--- config.mk ---
export PLATFORM = sky130hd
export DESIGN_NAME = pll_lock_qualifier
export DESIGN_NICKNAME = d
export VERILOG_FILES = /design/src/rtl/lockq_pkg.sv /design/src/rtl/lockq_window.sv /design/src/rtl/lockq_hold_timer.sv /design/src/rtl/lockq_fsm.sv /design/src/rtl/pll_lock_qualifier.sv
export SDC_FILE = /design/constraint.sdc
export NUM_CORES = 1
export LEC_CHECK = 0
export BUFFER_PORTS_ARGS = -buffer_cell sky130_fd_sc_hd__buf_2
export CAP_MARGIN = 20
export CORE_ASPECT_RATIO = 1.2
export CORE_MARGIN = 4
export CORE_UTILIZATION = 30
export CTS_CLUSTER_DIAMETER = 100
export DETAILED_ROUTE_END_ITERATION = 8
export PLACE_DENSITY = 0.53
export SETUP_SLACK_MARGIN = 0.4
export SYNTH_ARGS = -nofsm -noshare
export SYNTH_HDL_FRONTEND = slang
export SYNTH_HIERARCHICAL = 1
export SYNTH_SLANG_ARGS = --single-unit
--- constraint.sdc ---
create_clock -name clk -period 4.8 [get_ports clk]
set_clock_uncertainty 0.05 [all_clocks]
set_input_delay 0.24 -clock clk [delete_from_list [all_inputs] [get_ports clk]]
set_output_delay 0.24 -clock clk [all_outputs]
set_load 0.01 [all_outputs]
--- src/rtl/lockq_pkg.sv ---
package lockq_pkg;

  typedef enum logic [1:0] {
    ST_UNLOCKED = 2'b00,
    ST_QUALIFY  = 2'b01,
    ST_LOCKED   = 2'b10
  } lock_state_e;

  localparam logic [1:0] MODE_MED    = 2'b00;
  localparam logic [1:0] MODE_NARROW = 2'b01;

  // magnitude of a sign-extended error; 33 bits so the most negative input cannot wrap
  function automatic logic [32:0] err_mag(input logic signed [32:0] e);
    logic signed [32:0] neg;
    neg = -e;
    return (e < 0) ? neg : e;
  endfunction

  // qualification length in ticks for a filter selection
  function automatic int unsigned hold_for_mode(input logic [1:0] mode,
                                                input int unsigned slow,
                                                input int unsigned med,
                                                input int unsigned fast);
    case (mode)
      MODE_NARROW: return slow;
      MODE_MED:    return med;
      default:     return fast;
    endcase
  endfunction

  function automatic int unsigned max3(input int unsigned a,
                                       input int unsigned b,
                                       input int unsigned c);
    int unsigned m;
    m = (a > b) ? a : b;
    return (m > c) ? m : c;
  endfunction

endpackage

--- src/rtl/lockq_window.sv ---
module lockq_window #(
  parameter int PHASE_W = 16,
  parameter int THRESH  = 20
) (
  input  logic [PHASE_W-1:0] phase_err,
  output logic               in_bound
);
  import lockq_pkg::*;

  logic signed [32:0] err_ext;
  logic [32:0]        err_abs;

  assign err_ext  = {{(33-PHASE_W){phase_err[PHASE_W-1]}}, phase_err};
  assign err_abs  = err_mag(err_ext);
  assign in_bound = (err_abs <= 33'(THRESH));

endmodule

--- src/rtl/lockq_hold_timer.sv ---
module lockq_hold_timer #(
  parameter int CNT_W = 7
) (
  input  logic             clk,
  input  logic             rst_n,
  input  logic             clear,
  input  logic             advance,
  input  logic [CNT_W-1:0] limit,
  output logic [CNT_W-1:0] cnt,
  output logic             reached
);

  logic [CNT_W:0] cnt_inc;

  assign cnt_inc = {1'b0, cnt} + 1'b1;
  assign reached = advance && (cnt_inc >= {1'b0, limit});

  always_ff @(posedge clk or negedge rst_n) begin
    if (!rst_n)       cnt <= '0;
    else if (clear)   cnt <= '0;
    else if (advance) cnt <= cnt_inc[CNT_W-1:0];
  end


  no_overflow_chk: assert property (@(posedge clk) disable iff (!rst_n)
    cnt <= limit);


  clear_zero_chk: assert property (@(posedge clk) disable iff (!rst_n)
    clear |=> (cnt == '0));

endmodule

--- src/rtl/lockq_fsm.sv ---
module lockq_fsm (
  input  logic                   clk,
  input  logic                   rst_n,
  input  logic                   tick,
  input  logic                   in_bound,
  input  logic                   mode_change,
  input  logic                   reached,
  output lockq_pkg::lock_state_e state,
  output logic                   advance,
  output logic                   clear
);
  import lockq_pkg::*;

  lock_state_e state_nx;
  logic        bad_tick;

  assign bad_tick = tick && !in_bound;
  assign clear    = mode_change || bad_tick;
  assign advance  = tick && in_bound && !mode_change && (state != ST_LOCKED);

  always_comb begin
    state_nx = state;
    if (clear)        state_nx = ST_UNLOCKED;
    else if (advance) state_nx = reached ? ST_LOCKED : ST_QUALIFY;
  end

  always_ff @(posedge clk or negedge rst_n) begin
    if (!rst_n) state <= ST_UNLOCKED;
    else        state <= state_nx;
  end


  bad_tick_drop_chk: assert property (@(posedge clk) disable iff (!rst_n)
    bad_tick |=> (state == ST_UNLOCKED));


  mode_change_drop_chk: assert property (@(posedge clk) disable iff (!rst_n)
    mode_change |=> (state == ST_UNLOCKED));


  idle_hold_chk: assert property (@(posedge clk) disable iff (!rst_n)
    (!tick && !mode_change) |=> $stable(state));


  lock_entry_chk: assert property (@(posedge clk) disable iff (!rst_n)
    (state == ST_LOCKED && $past(state) != ST_LOCKED) |-> $past(tick && in_bound));


  legal_state_chk: assert property (@(posedge clk) disable iff (!rst_n)
    state != 2'b11);

endmodule

--- src/rtl/pll_lock_qualifier.sv ---
module pll_lock_qualifier #(
  parameter int PHASE_W   = 16,
  parameter int THRESH    = 20,
  parameter int HOLD_SLOW = 65,
  parameter int HOLD_MED  = 10,
  parameter int HOLD_FAST = 4
) (
  input  logic               clk,
  input  logic               rst_n,
  input  logic               tick,
  input  logic [PHASE_W-1:0] phase_err,
  input  logic [1:0]         filt_mode,
  output logic               lock,
  output logic [1:0]         state_dbg
);
  import lockq_pkg::*;

  localparam int HOLD_MAX = int'(max3(HOLD_SLOW, HOLD_MED, HOLD_FAST));
  localparam int CNT_W    = $clog2(HOLD_MAX + 1);

  logic [1:0]       mode_q;
  logic             mode_change;
  logic             in_bound;
  logic             advance;
  logic             clear;
  logic             reached;
  logic [CNT_W-1:0] limit;
  logic [CNT_W-1:0] hold_cnt;
  lock_state_e      state;

  always_ff @(posedge clk or negedge rst_n) begin
    if (!rst_n) mode_q <= MODE_MED;
    else        mode_q <= filt_mode;
  end

  assign mode_change = (filt_mode != mode_q);
  assign limit = CNT_W'(hold_for_mode(mode_q, HOLD_SLOW, HOLD_MED, HOLD_FAST));

  lockq_window #(.PHASE_W(PHASE_W), .THRESH(THRESH)) u_window (
    .phase_err (phase_err),
    .in_bound  (in_bound)
  );

  lockq_hold_timer #(.CNT_W(CNT_W)) u_timer (
    .clk     (clk),
    .rst_n   (rst_n),
    .clear   (clear),
    .advance (advance),
    .limit   (limit),
    .cnt     (hold_cnt),
    .reached (reached)
  );

  lockq_fsm u_fsm (
    .clk         (clk),
    .rst_n       (rst_n),
    .tick        (tick),
    .in_bound    (in_bound),
    .mode_change (mode_change),
    .reached     (reached),
    .state       (state),
    .advance     (advance),
    .clear       (clear)
  );

  assign lock      = (state == ST_LOCKED);
  assign state_dbg = state;


  full_count_chk: assert property (@(posedge clk) disable iff (!rst_n)
    lock |-> (hold_cnt == limit));


  keep_lock_chk: assert property (@(posedge clk) disable iff (!rst_n)
    (lock && tick && in_bound && !mode_change) |=> lock);

endmodule

==> impl_results.md, run 1 <==
* Status: complete, no violations
* First drt pass iteration count at 5
* RePlAce Congestion at just under 0.9
* Commonest non-fill, non-tap cell in the layout: buf_2
* Internal power at 0.175 mW
* Multi-input gate area at 937 sq um
* Max-Slew Margin vs Limit at 66.8%
* Post-Syn Area at 1300 sq um
* CTS sink count at 11
* Overall power at between 0.2 and 0.25 mW
* Max Fclk at 0.292 GHz
* IO Port Bufs at 23
* CTS Buffer Depth at 2
* HP Class: in -> reg
* Dominant synthesized flop cell: dfrtp_1
* Final setup fails at 0
* Htree depth at 1
* # fillers at around 450
* Initial antenna violation count at 0
* Comb pwr share at between 20% and 30%
* Register area at 275 sq um
* Synth cell types at 50
* DRT iter0 DRCs at 71
* Worst VDD drop at roughly 74 uV
* Worst Path Max Fanout at 7
* Vias in the first global route at ~1,200
* CP endpoint kind: flip-flop
* Post-synthesis register bit count at 11
* Root buffer cell: clkbuf_8
* Max cap viols at 0
* Grt ovf at 0
* Hold path endpoint: mode_q[0]
* Clock slew at reported path FFs at approximately 50 ps
* Core area at between 4000 and 5000 sq um
* Critical path's slowest cell: nor3b_1
* Sequential share of power at 38.6%
* Setup TNS at 0 ps
* Post-route DRC at 0
* Area contributors post-synth: dfrtp_1, ha_1, xnor2_1, nor2_1, inv_1
* Worst path max stage delay at between 400 and 500 ps
* CTS Hold Bufs at 1
* Worst path cell trace: buf_2 -> inv_1 -> ha_1 -> nor3b_1 -> a22oi_1 -> o32ai_1 -> nand2_1 -> nor4_2 -> nand3_1 -> nor2_1 -> nand4_1 -> o32ai_1 -> nand2_1 -> a211o_1 -> o31ai_1
* Top-area cell type share of the netlist area at around a fifth
* RSZ-0062 raised after global routing: no
* Routed WL at around 3.2 mm
* Worst hold stages at 1
* # IOs at 24
* Vias per inst at between 5 and 6
* PwrDens at around 160 nW/um^2
* P_leak at approximately 0.61 nW
* Mapped Avg Cell Area at around 8 sq um
* Worst EP required at 4900 ps
* Tot GR Track Use at between 10% and 20%
* Sequential element share of the synthesized area at 21.2%
* Fraction of layout cells with a size suffix above 1 at about a fifth
* WL/cell at 13.3 um
* R2r worst-path depth at 9
* Slew @ Worst Pin at between 400 and 500 ps
* Initial core utilization at between 30% and 40%
* Startpoint Class: primary input
* Die area at ~5500 sq um
* # diodes at 0
* Leading area contributor after synthesis: dfrtp_1
* First-pass GRT wire length at between 5 and 6 mm
* WS Path Type: in -> reg
* Layout area overhead at 15.5%
* DRT antenna net count at 0
* Rows at 25
* CTS tree: done
* Synth Warn # at 6
* Total CTS buffers at 3
* Post-CTS Setup Bufs at 0
* DP HPWL at 2.49 mm
* Sw frac at 29.3%
* Fin crit period at approximately 3400 ps
* Tcrit/Tclk final at a little under three quarters
* Final hold viol count at 0
* P_sw at about 0.072 mW
* EDFF count, synth at 0
* Die height at 80.1 um
* Fraction of registers with async set/reset at 100%
* Most frequent cells in the layout: buf_2, nor2_1, inv_1
* Synthesized netlist cell count at about 160
* Reg2reg end: u_fsm/state[1]
* Power share of the clock group at between 30% and 40%
* Post-layout util at 36.9%
* Clock Latency Late Sink at 240 ps
* Reg-to-reg startpoint: u_timer/cnt[0]
* Hold wc startpoint: filt_mode[0]
* CP Data Arrival Time at between 3000 and 4000 ps
* Die X at 68.1 um
* Via count at 1,305
* Slack of the worst reg-to-reg path at about 2400 ps
* Max-slew violation count at 0
* Pin count of the biggest net entering global routing at 16
* Layout Nets at ~220
* CTS resizes at 0
## flip-flops by register name (all words and copies together), names as in the netlist
name / flops
mode_q: 2
u_fsm/state: 2
u_timer/cnt: 7
## final cells by class
type                            count  area share, %
Multi-Input combinational cell    132           62.5
Clock buffer                        3           2.75
Timing Repair Buffer               24           8.34
Tap cell                           54           4.50
Clock inverter                      1          0.334
Inverter                           13           3.25
Sequential cell                    11           18.3
## cells by family after synthesis
kind of cell | count (synthesis) | synth area share (%)
AND/OR/NAND/NOR | 69 | 32.6
AO/OA/AOI/OAI | 37 | 19.9
buffers and inverters | 20 | 6.94
XOR/XNOR | 12 | 8.09
flip-flops | 11 | 21.2
adder cells (fa/ha/maj) | 9 | 8.67
multiplexers | 3 | 2.31
other | 1 | 0.289
## cells in the mapped netlist (all sizes together) (5+ instances only)
| cell type | number |
|---|---|
| inv | 13 |
| nor4 | 6 |
| nor3b | 5 |
| xnor2 | 7 |
| xor2 | 5 |
| nor2 | 16 |
| ha | 9 |
| o21ai | 5 |
| dfrtp | 11 |
| nand2 | 7 |
| nor3 | 6 |
| nand3 | 5 |
| nand4 | 7 |
| a21oi | 7 |
## power by group through the flow
stage               sequential, mW  combinational [mW]  clock [mW]
global placement            0.0968              0.0559           0
detailed placement          0.0969              0.0569           0
floorplan                   0.0968              0.0326           0
finish                      0.0953              0.0583      0.0932
CTS                         0.0953              0.0580      0.0974
global route                0.0955              0.0651       0.102
## how the worst max path moves through the flow
| stage | cells past startpoint | start | end |
|---|---|---|---|
| 2_1_floorplan | 14 | phase_err[4] | u_fsm/state[1] |
| 3_3_place_gp | 15 | phase_err[0] | u_fsm/state[1] |
| 3_5_place_dp | 15 | phase_err[0] | u_fsm/state[1] |
| 4_1_cts | 15 | phase_err[0] | u_fsm/state[1] |
| 5_1_grt | 15 | phase_err[0] | u_fsm/state[1] |
| 6_report | 15 | phase_err[0] | u_fsm/state[1] |
## metrics by stage
step | setup WS (ps) | hold slack [ps] | area, sq um | instances
after floorplan | 2010 | -106 | 1300 | 163
final | 1370 | 85.6 | 1500 | 238
after global routing | 1060 | 81.2 | 1500 | 238
after global placement | 1390 | 70.5 | 1440 | 233
after detailed placement | 1170 | 79.6 | 1440 | 233
after CTS | 1400 | 81.0 | 1500 | 238
## critical path: cells and delay by family
kind / cells / cell delay (ps)
compound gates: 5 / 1210
fa+ha+maj: 1 / 220
simple gates: 7 / 1650
buf+inv: 2 / 200
## layer usage
layer	vias up	part of all wire (%)	global-route usage, %
li1	647	-	-
met5	-	0	0
met4	0	0	2.39
met1	605	46	17.0
met2	53	48	20.1
met3	0	6.4	2.10
No activity file was read; power rests on OpenSTA's default activity.
==> inputs of run 2 (changes only) <==
Settings changed: PLACE_DENSITY 0.53 to 0.55.
Clock period 4.8 ns to 3.1 ns, I/O delays scaled along.
==> impl_results.md, run 2 (same netlist as run 1, synthesis figures left out) <==
* Internal power at around 0.29 mW
* Top reg by flops: u_timer/cnt
* Critical path's slowest cell: or4b_4
* Tot GR Track Use at 12.6%
* Most used cell, CP: nand4_1
* Post-layout util at between 40% and 50%
* Comb pwr share at around 28%
* Regs by FF count: u_timer/cnt x7, mode_q x2, u_fsm/state x2
* Routed WL at approximately 3.3 mm
* Final hold viol count at 0
* RSZ-0062 raised after global routing: yes
* RePlAce Congestion at ~0.86
* Setup TNS at 0 ps
* Power share of the clock group at a little over a third
* Bufs and invs on worst path at 1
* Rows at 25
* Tcrit/Tclk final at 83.3%
* Via count at approximately 1,300
* Sw frac at between 20% and 30%
* Final setup fails at 0
* IO Port Bufs at 23
* Startpoint Class: primary input
* Most frequent cells in the layout: nor2_1, buf_2, inv_1
* Pin count of the biggest net entering global routing at 15
* Worst EP required at roughly 3200 ps
* Max-slew violation count at 0
* Multi-input gate area at just over 1000 sq um
* Worst path cell trace: buf_6 -> or4b_4 -> mux2i_2 -> a2bb2oi_2 -> nand4_1 -> nor4_2 -> nand3_1 -> nor2_2 -> nand4_1 -> o32ai_2 -> nand2_1 -> a211o_1 -> o31ai_1
* P_leak at around 0.66 nW
* Core area at around 4100 sq um
* Post-route DRC at 0
* Fin crit period at roughly 2600 ps
* Die X at around 70 um
* CP endpoint kind: flip-flop
* WL/cell at 13.6 um
* P_sw at about 0.12 mW
* Root buffer cell: clkbuf_8
* # diodes at 0
* Clock slew at reported path FFs at around 50 ps
* First-pass GRT wire length at roughly 5.6 mm
* DRT iter0 DRCs at 39
* Largest register FFs at 7
* Sequential share of power at 36.6%
* Total CTS buffers at 3
* # IOs at 24
* WS Path Type: in -> reg
* Worst VDD drop at around 110 uV
* Initial core utilization at between 30% and 40%
* Pre-CTS setup slack at ~6.0 ps
* Max Fclk at 0.387 GHz
* Grt ovf at 0
* CTS Buffer Depth at 2
* Setup WS post-layout at between 500 and 600 ps
* # fillers at 434
* Vias per inst at approximately 5.4
* CP delay by family, top: simple AND/OR/NAND/NOR gates
* Layout Nets at approximately 220
* Worst Path Max Fanout at 8
* PwrDens at between 200 and 250 nW/um^2
* Die area at 5450 sq um
* Die height at 80.1 um
* Vias in the first global route at ~1,200
* First drt pass iteration count at 4
* Initial antenna violation count at 0
* Layout area overhead at 29.3%
* Max cap viols at 0
* Htree depth at 1
* Register area at ~280 sq um
* CTS sink count at 11
* Status: complete, no violations
* DP HPWL at roughly 2.5 mm
* CTS tree: done
* CP Data Arrival Time at about 2700 ps
* DRT antenna net count at 0
* Fraction of layout cells with a size suffix above 1 at between 20% and 30%
* Clock Latency Late Sink at 240 ps
* Worst path max stage delay at 530 ps
* HP Class: in -> reg
-- run 2: cell type report --
class	instances	area share (%)
tap	54	4.02
multi-input combinational	132	60.9
inverter	13	2.91
clock buffer	4	2.68
sequential	11	16.5
timing repair buffer	30	13.0
-- run 2: worst register-to-register path: cells and delay by family (launching register included) --
| family | cells | cell delay (ps) |
|---|---|---|
| and+or+nand+nor | 2 | 290 |
| DFF | 1 | 480 |
| adders and majority gates | 2 | 470 |
| AOI/OAI and AO/OA | 4 | 840 |
| buffers and inverters | 1 | 160 |
| xor gates and xnor gates | 1 | 140 |
-- run 2: metrics by stage --
step	hold slack [ps]	total power, mW	cells	cell area (sq um)
final	116	0.404	244	1680
after detailed placement	-7.15	0.241	236	1470
after global routing	131	0.428	244	1680
after CTS	110	0.398	243	1570
after floorplan	-191	0.201	163	1310
after global placement	-11.6	0.242	236	1470
-- run 2: per-layer routing --
layer | vias to the layer above | track usage [%] | wire, um | share of wire [%]
met1 | 625 | 16.3 | 1520 | 46
met3 | 2 | 1.82 | 168 | 5.0
met5 | - | 0 | 0 | 0
met2 | 39 | 22.2 | 1630 | 49
li1 | 658 | - | - | -
met4 | 0 | 1.99 | 8 | 0.24
-- run 2: what timing repair did --
| item | CTS | global route |
|---|---|---|
| pin swaps | 0 | 18 |
| hold endpoints to repair | 13 | 0 |
| hold buffers | 3 | 0 |
| buffers inserted | 0 | 1 |
| endpoints found under the setup margin | 3 | 4 |
| gates resized for setup | 5 | 34 |
-- run 2: path summary, 6_finish.rpt --
kind,from,end,slack (ps),cells after the start
worst max-delay path,phase_err[3],u_fsm/state[1],520,13
worst min-delay path,tick,u_fsm/state[1],120,2
worst max register to register,u_timer/cnt[0],u_fsm/state[0],570,10
worst min register to register,u_fsm/state[1],u_fsm/state[1],540,2
max in group asynchronous,rst_n,u_timer/cnt[2],2500,2
min in group asynchronous,rst_n,u_timer/cnt[1],270,2
-- run 2: power by group through the flow --
stage | combinational (mW) | sequential, mW | clock (mW)
floorplan | 0.0507 | 0.150 | 0
global placement | 0.0920 | 0.150 | 0
detailed placement | 0.0914 | 0.150 | 0
CTS | 0.0976 | 0.148 | 0.152
global route | 0.124 | 0.148 | 0.156
finish | 0.111 | 0.148 | 0.145
==> inputs of run 3 (changes only) <==
Clock period 3.1 ns to 2.2 ns, I/O delays scaled along.
==> impl_results.md, run 3 (same netlist as run 1, synthesis figures left out) <==
* Final instance area at 1980 sq um
* Crit path depth at 13
* Pin count of the biggest net entering global routing at 15
* Grt ovf at 0
* DRT iter0 DRCs at 26
* Via count at between 1,000 and 1,500
* Multi-input gate area at roughly 1000 sq um
* CP Data Arrival Time at about 2600 ps
* Worst Path Max Fanout at 8
* Bufs and invs on worst path at 1
* P_leak at between 0.8 and 0.9 nW
* First-pass GRT wire length at ~6.0 mm
* CTS Buffer Depth at 2
* Die height at about 80 um
* Grt met1 use at between 15 and 20%
* Worst path cell trace: buf_8 -> nor4_4 -> a31oi_1 -> o32ai_1 -> nand2_1 -> nor4_2 -> nand3_1 -> nor2_4 -> nand4_1 -> o32ai_2 -> nand2_1 -> a211o_1 -> o31ai_1
* Worst EP required at about 2300 ps
* WS Path Type: in -> reg
* Final setup fails at 9
* CTS tree: done
* # IOs at 24
* Routing usage on met3 at less than 1%
* Grt met2 use at between 20% and 30%
* Register area at roughly 280 sq um
* Clock slew at reported path FFs at around 50 ps
* Final cell count without fillers at ~280
* DP HPWL at approximately 2.8 mm
* Rows at 25
* Max-slew violation count at 0
* Max Fclk at 0.406 GHz
* Post-route DRC at 0
* Routed WL at ~3.5 mm
* Worst hold stages at 2
* Initial antenna violation count at 0
* Worst VDD drop at approximately 350 uV
* Tot GR Track Use at 14.0%
* Top reg by flops: u_timer/cnt
* Post-layout util at 48.6%
* Vias per inst at ~5.1
* Hold wc startpoint: tick
* Setup TNS at -1710 ps
* Clock Latency Late Sink at roughly 240 ps
* Placed Area at about 1700 sq um
* Failing checks: negative setup slack
* WL/cell at 12.5 um
* Die X at roughly 68 um
* DRT antenna net count at 0
* Status: finished, violations left
* R2r worst-path depth at 10
* Hold path endpoint: u_fsm/state[1]
* Die area at ~5500 sq um
* Layout Nets at 260
* Reg2reg end: u_fsm/state[0]
* CP endpoint kind: flip-flop
* Reg-to-reg startpoint: u_timer/cnt[0]
* CP delay by family, top: simple AND/OR/NAND/NOR gates
* Placed insts at about 270
* IO Port Bufs at 23
* Worst path max stage delay at ~460 ps
* Total CTS buffers at 3
* # fillers at 409
* CTS sink count at 11
* Startpoint Class: primary input
* Vias in the first global route at between 1,000 and 1,500
* Max cap viols at 0
* Fin crit period at between 2000 and 2500 ps
* RSZ-0062 raised after global routing: yes
* Layout area overhead at 52.2%
* Initial core utilization at 31.9%
* Commonest non-fill, non-tap cell in the layout: buf_4
* Critical path's slowest cell: nor4_4
* HP Class: in -> reg
* PwrDens at around 300 nW/um^2
* First drt pass iteration count at 4
* Tcrit/Tclk final at 112%
* Fraction of layout cells with a size suffix above 1 at 41.5%
* Htree depth at 1
* RePlAce Congestion at around 0.85
* Most frequent cells in the layout: buf_4, buf_2, nor2_1
* Most used cell, CP: nand2_1
* Slack of the worst reg-to-reg path at -80 ps
* Core area at slightly above 4000 sq um
* Final hold viol count at 0
* Root buffer cell: clkbuf_8
* Setup WS post-layout at -265 ps
* Largest register FFs at 7
* GRT Max-Usage Layer: met2
* # diodes at 0
* Final hold slack at 90.6 ps
* Regs by FF count: u_timer/cnt x7, mode_q x2, u_fsm/state x2
-- run 3: changes by cell type in the layout (fill, tap and decap cells not counted), moves of 2 or more --
cell	delta
ha_1	+2
a21oi_2	+2
dfrtp_2	-2
a21oi_1	-2
dfrtp_1	+2
buf_4	+32
buf_2	+5
nor3b_2	+2
-- run 3: per-layer routing --
layer	vias up	wire length [um]	part of all wire, %
met3	5	95	2.7
met4	0	36	1.0
li1	734	-	-
met1	681	1550	44
met2	20	1850	52
met5	-	0	0
-- run 3: cell type report --
class	count	area share [%]
clock buffer	4	2.28
inverter	13	2.47
sequential	11	13.9
timing repair buffer	69	25.8
multi-input combinational	132	52.2
tap	54	3.42
-- run 3: power breakdown --
group | switching [mW] | leakage [nW] | internal, mW | total, mW
clock network | 0.0744 | 0.0228 | 0.127 | 0.202
registers | 0.00253 | 0.149 | 0.205 | 0.208
logic | 0.0894 | 0.707 | 0.0914 | 0.181
total | 0.166 | 0.878 | 0.424 | 0.590
-- run 3: how the worst max path moves through the flow --
stage	slack, ps	to	start
floorplan	-340	u_fsm/state[1]	phase_err[4]
global placement	-610	u_fsm/state[1]	phase_err[0]
detailed placement	-630	u_fsm/state[1]	phase_err[6]
CTS	-280	u_fsm/state[1]	phase_err[6]
global route	-480	u_fsm/state[1]	phase_err[5]
finish	-270	u_fsm/state[1]	phase_err[5]
-- run 3: metrics by stage --
stage                     power [mW]  setup slack [ps]
after floorplan                0.285              -344
after global placement         0.374              -611
after detailed placement       0.373              -634
after CTS                      0.593              -279
after global routing           0.631              -480
final                          0.590              -265
-- run 3: timing repair --
| item | 4_1_cts | 5_1_grt |
|---|---|---|
| setup endpoints to repair | 9 | 9 |
| cloned | 0 | 0 |
| hold buffers | 3 | 0 |
| resized for setup | 22 | 8 |
| pin swaps | 15 | 4 |
| setup buffers | 4 | 1 |
| hold endpoints to repair | 13 | 0 |
